==> src/rtl/alert_monitor.sv <==
`timescale 1ns/1ps
module alert_monitor #(
  parameter int DW = 16
) (
  input  logic          clk,
  input  logic          rst_n,
  input  logic          shunt_vld,
  input  logic [DW-1:0] shunt_val,
  input  logic          bus_vld,
  input  logic [DW-1:0] bus_val,
  input  logic          pwr_vld,
  input  logic [DW-1:0] pwr_val,
  input  logic          cnv_rdy,
  input  logic          wr_en,
  input  logic          rd_en,
  input  logic [1:0]    addr,
  input  logic [DW-1:0] wdata,
  output logic [DW-1:0] rdata,
  output logic          alert_oe
);
  localparam logic [1:0]  A_CFG  = 2'd0;
  localparam logic [1:0]  A_CTL  = 2'd1;
  localparam logic [1:0]  A_LIM  = 2'd2;
  localparam logic [15:0] WMASK  = 16'hFC03;

  logic [15:0]   ctl_q;
  logic [DW-1:0] lim_q;
  logic          aff_q, cvrf_q;

  wire cfg_wr = wr_en & (addr == A_CFG);
  wire ctl_rd = rd_en & (addr == A_CTL);
  wire latch  = ctl_q[0];
  wire pol    = ctl_q[1];
  wire rdy_en = ctl_q[10];

  wire f_sol = ctl_q[15];
  wire f_sul = ctl_q[14] & ~ctl_q[15];
  wire f_bol = ctl_q[13] & ~|ctl_q[15:14];
  wire f_bul = ctl_q[12] & ~|ctl_q[15:13];
  wire f_pol = ctl_q[11] & ~|ctl_q[15:12];
  wire f_any = |ctl_q[15:11];

  wire s_gt = $signed(shunt_val) > $signed(lim_q);
  wire s_lt = $signed(shunt_val) < $signed(lim_q);
  wire b_gt = bus_val > lim_q;
  wire b_lt = bus_val < lim_q;
  wire p_gt = pwr_val > lim_q;

  wire upd = (shunt_vld & (f_sol | f_sul)) | (bus_vld & (f_bol | f_bul)) | (pwr_vld & f_pol);
  wire hit = (shunt_vld & ((f_sol & s_gt) | (f_sul & s_lt)))
           | (bus_vld & ((f_bol & b_gt) | (f_bul & b_lt)))
           | (pwr_vld & f_pol & p_gt);

  logic aff_n;
  always_comb begin
    aff_n = (cfg_wr | (ctl_rd & latch)) ? 1'b0 : aff_q;
    if (upd) aff_n = latch ? (aff_n | hit) : hit;
  end

  wire [15:0] ctl_view = (ctl_q & WMASK) | {11'd0, aff_q, cvrf_q, 3'd0};

  always_ff @(posedge clk or negedge rst_n) begin
    if (!rst_n) begin
      ctl_q  <= '0;
      lim_q  <= '0;
      aff_q  <= 1'b0;
      cvrf_q <= 1'b0;
      rdata  <= '0;
    end else begin
      aff_q <= aff_n;
      if (cnv_rdy)              cvrf_q <= 1'b1;
      else if (cfg_wr | ctl_rd) cvrf_q <= 1'b0;
      if (wr_en && addr == A_CTL) ctl_q <= wdata[15:0] & WMASK;
      if (wr_en && addr == A_LIM) lim_q <= wdata;
      if (rd_en) begin
        case (addr)
          A_CTL:   rdata <= DW'(ctl_view);
          A_LIM:   rdata <= lim_q;
          default: rdata <= '0;
        endcase
      end
    end
  end

  wire active = (aff_q & f_any) | (cvrf_q & rdy_en);
  assign alert_oe = active ^ pol;
endmodule

==> config.mk <==
export PLATFORM = sky130hd
export DESIGN_NAME = alert_monitor
export DESIGN_NICKNAME = d
export VERILOG_FILES = /design/src/rtl/alert_monitor.sv
export SDC_FILE = /design/constraint.sdc
export NUM_CORES = 1
export LEC_CHECK = 0
export ABC_AREA = 1
export BUFFER_PORTS_ARGS = -buffer_cell sky130_fd_sc_hd__buf_4
export CAP_MARGIN = 20
export CORE_ASPECT_RATIO = 0.9
export CORE_MARGIN = 3
export CORE_UTILIZATION = 40
export DETAILED_ROUTE_END_ITERATION = 12
export GPL_TIMING_DRIVEN = 0
export HOLD_SLACK_MARGIN = 0.1
export PLACE_DENSITY = 0.67
export SLEW_MARGIN = 30
export SYNTH_ARGS = -nofsm -noshare
export SYNTH_HDL_FRONTEND = slang
export SYNTH_SLANG_ARGS = --single-unit
export TNS_END_PERCENT = 30
==> constraint.sdc <==
create_clock -name clk -period 4 [get_ports clk]
set_input_delay 0.6 -clock clk [delete_from_list [all_inputs] [get_ports clk]]
set_output_delay 0.6 -clock clk [all_outputs]
set_load 0.02 [all_outputs]
After elaboration in Yosys (flattened, before gate mapping)
Cells that the tools add are included.
Cells by class
  magnitude comparators: 5
  eq/ne operators: 2
  multiplexer cells: 6
  bitwise logic cells: 34
  reduce and logical (&&, ||, !) cells: 11
Operators with widths (count)
  $gt 16x16->1: 3
  $lt 16x16->1: 2
  $pmux 16 s2: 1
  $and 1x1->1: 19
  $or 16x5->16: 1
  $or 1x1->1: 12
  $mux 1: 5
  $reduce_or 5->1: 1
  $reduce_or 4->1: 1
  $logic_not 1->1: 3
  $reduce_or 3->1: 1
  $eq 2x1->1 const B: 1
  $eq 2x2->1 const B: 1
  $logic_and 1x1->1: 2
  $logic_not 2->1: 1
  $reduce_bool 2->1: 1
  $reduce_or 2->1: 1
  $not 1->1: 1
  $xor 1x1->1: 1
Word-level totals
  register bits after elaboration: 42
  input port bits: 74
  output and inout port bits: 17
  word-level logic and storage cells: 63

Depth between registers and ports, before layout
  depth after elaboration: 11
  depth in mapped cells: 15
  mapped depth without buffers: 15

Worst setup path before layout
Ideal clock, no wire load.
  kind: flip-flop to output port
  start: reg ctl_q[14]
  end: out alert_oe
  arrival time: 1.191 ns
  required time: 3.400 ns
  setup slack: 2.209 ns
  stages on the path, launching flop included: 6
  buffers on the path: 0
  cells stage by stage: dfrtp_1 > nor2_2 > nand2_1 > nor3_1 > o22ai_1 > xor2_1
Between the ends
  cells in the longest elaborated chain, start to end: 4
RTL lines
  start, declared: line 26  | logic [15:0] ctl_q;
  start signal, assigned: line 73  | if (wr_en && addr == A_CTL) ctl_q <= wdata[15:0] & WMASK;
  $reduce_or 5->1: line 41  | wire f_any = |ctl_q[15:11];
  $and 1x1->1: line 85  | wire active = (aff_q & f_any) | (cvrf_q & rdy_en);
  $or 1x1->1: line 85
  $xor 1x1->1: line 86  | assign alert_oe = active ^ pol;
  end, declared: line 19  | output logic alert_oe
No other way between the ends.

Worst setup path after layout
Same ends and word-level chain as after synthesis.

==> flow_summary.ini <==
[power]
clockPowerShare_pct = 21.1
p_leak_nw = 2.13
seqPwrFrac_pct = 39.4
intPower_mw = 0.842
power.switching_mw = 0.473
ir_drop_v = 0.000203
p_per_area_nw_per_um2 = 337
power_frac_comb_pct = 39.5
swShare_pct = 36.0

[cells_and_area]
layout_commonest_cell = buf_4
fin_nets = 610
area_growth_pct = 29.0
antenna_cells = 0
fin_cells = 579
final_cell_mix = buf_4, nand2_1, inv_1
drive_above_1_share_pct = 21.8

[floorplanning]
core_sq_um = 7180
die_w_um = 97.6
die_h_um = 88.5
io_pins = 91
start_util_pct = 42.1
dieArea_sq_um = 8630
row_count = 29

[timing]
fin_worst_skew_ps = 10.5
worst-slew-pin-transition_ps = 578
hold_viol = 0
rsz0062_at_grt = false
drv_slew = 0
slew_headroom_pct = 61.4
holdWs_ps = 287
finalCritPeriodShare_pct = 55.1
max_freq_ghz = 0.453
finalSetupViolCount = 0
fin_setup_tns_ps = 0
period_minus_slack_ps = 2210

[cts]
hold_buffers = 0
htreeDepth = 2
numCtsBuffers = 5
cts_setup_buffers = 0
tritoncts = built
clk_path_buf_depth = 2
clock-sinks = 42
clock-root-buffer = clkbuf_8
clkTransAtPathRegs_ps = 80
ctsResizeCount = 0
clock_latency_ps = 290

[worst_setup_path]
cp-start-kind = register
max_stage_delay_ps = 430
timing.rr.start = lim_q[13]
cp_slowest_cell = dfrtp_1
end_kind = output pin
rrSetupSlack_ps = 2220
reg2reg_to = aff_q
critPathLaunch = ctl_q[14]
cp.arrival_ps = 1610
rr_worst_depth = 10
crit_required_ps = 3400
path_cells = nor2_2 -> nand2_1 -> nor3_1 -> o22ai_1 -> xor2_1 -> buf_4
worstSetupPathType = reg -> out
crit_fanout = 4

[route]
dr_total_vias = 2839
first_pass_iters = 4
drc_errors = 0
wire_per_inst_um = 13.7
wl_mm = 7.94
drt-initial-drc-count = 139
ant_nets = 0
via_per_inst = 4.90

[global_route]
grt_pass1_wl_mm = 12.7
grt_pass1_vias = 2775
grt_overflow = 0
grt_max_degree = 43
track_usage_pct = 18.5
antenna_found_initial = 0

[place]
dp_hpwl_mm = 6.61
port-buffer-count = 89
globalplace.congestion = 0.842
dp.cells = 571

[min_path]
hold_path.class = in -> async

[logic_synthesis]
synthDistinctLibCells = 27
ys.flop_type = dfrtp_1
synth_edf_count = 0
syn_area_per_cell_sq_um = 7.77
syn_area_sq_um = 3020
syn_inst = 389
synth-warning-count = 0
async_reset_ff_share_pct = 100
ys_seq_area_share_pct = 34.8
ys_ff_latch = 42
synth_nets = 514

[run]
maxCapViolations = 0

[outcome]
status = complete, no violations
state kept, by name (all words and copies together) (netlist names):
name    count
aff_q       1
ctl_q       8
cvrf_q      1
lim_q      16
rdata      16
synthesized netlist by cell type (2+ instances only):
cell,n,area share [%]
nand2_1,75,9.3
inv_1,66,8.2
ha_1,51,21
dfrtp_1,42,35
o21ai_0,35,5.8
a21oi_1,30,5.0
nor2_1,24,3.0
nand3_1,22,3.6
o22ai_1,13,2.7
clkbuf_1,7,0.87
a21o_1,3,0.75
nand2_2,3,0.62
nand4_1,3,0.62
buf_2,2,0.33
through the flow:
step           worst slack (ps)  instance area (sq um)  utilization, %  power, mW
4_1_cts                    1790                   3900            54.2       1.33
2_1_floorplan              2210                   3020               -      0.852
3_5_place_dp               2030                   3810            53.0       1.05
3_3_place_gp               2040                   3810            53.0       1.03
6_report                   1790                   3900            54.2       1.31
5_1_grt                    1690                   3900            54.2       1.43
per-layer routing:
layer,up-vias,routed length (um),track usage (%)
li1,1471,-,-
met1,1271,3800,25.2
met2,88,3490,30.4
met3,9,561,4.18
met4,0,86,4.28
met5,-,0,0
power by group through the flow:
stage / registers (mW) / clock network [mW] / logic (mW)
after floorplan: 0.535 / 0 / 0.317
after global placement: 0.524 / 0 / 0.502
after detailed placement: 0.526 / 0 / 0.521
after CTS: 0.518 / 0.287 / 0.523
after global routing: 0.525 / 0.302 / 0.598
final: 0.518 / 0.277 / 0.519
cell families (layout without fill, tap and decap cells):
logic type / Yosys count / count (layout) / share of synthesized area (%)
XOR/XNOR: 1 / 1 / 0.290
AO/OA/AOI/OAI: 89 / 89 / 16.2
adder cells (fa/ha/maj): 51 / 51 / 21.1
flip-flops: 42 / 42 / 34.8
buffers and inverters: 76 / 173 / 9.52
AND/OR/NAND/NOR: 130 / 130 / 18.1
critical path, delay by kind of cell, from the launching register on:
family	cells	cell delay [ps]
XOR/XNOR	1	160
buffers and inverters	1	170
AND/OR/NAND/NOR	3	430
AO/OA/AOI/OAI	1	110
flip-flops	1	430
area by class of cell:
class / count / area (sq um)
buffer: 9 / 36.3
inverter: 67 / 251
multi-input combinational: 271 / 1680
timing repair buffer: 89 / 668
fill: 706 / 3290
sequential: 42 / 1050
tap: 93 / 116
clock inverter: 1 / 5.00
clock buffer: 7 / 86.3
how the worst max path moves through the flow:
stage / endpoint
after floorplan: alert_oe
after global placement: aff_q
after detailed placement: aff_q
after CTS: alert_oe
after global routing: alert_oe
final: alert_oe
No activity file was read; power rests on OpenSTA's default activity.
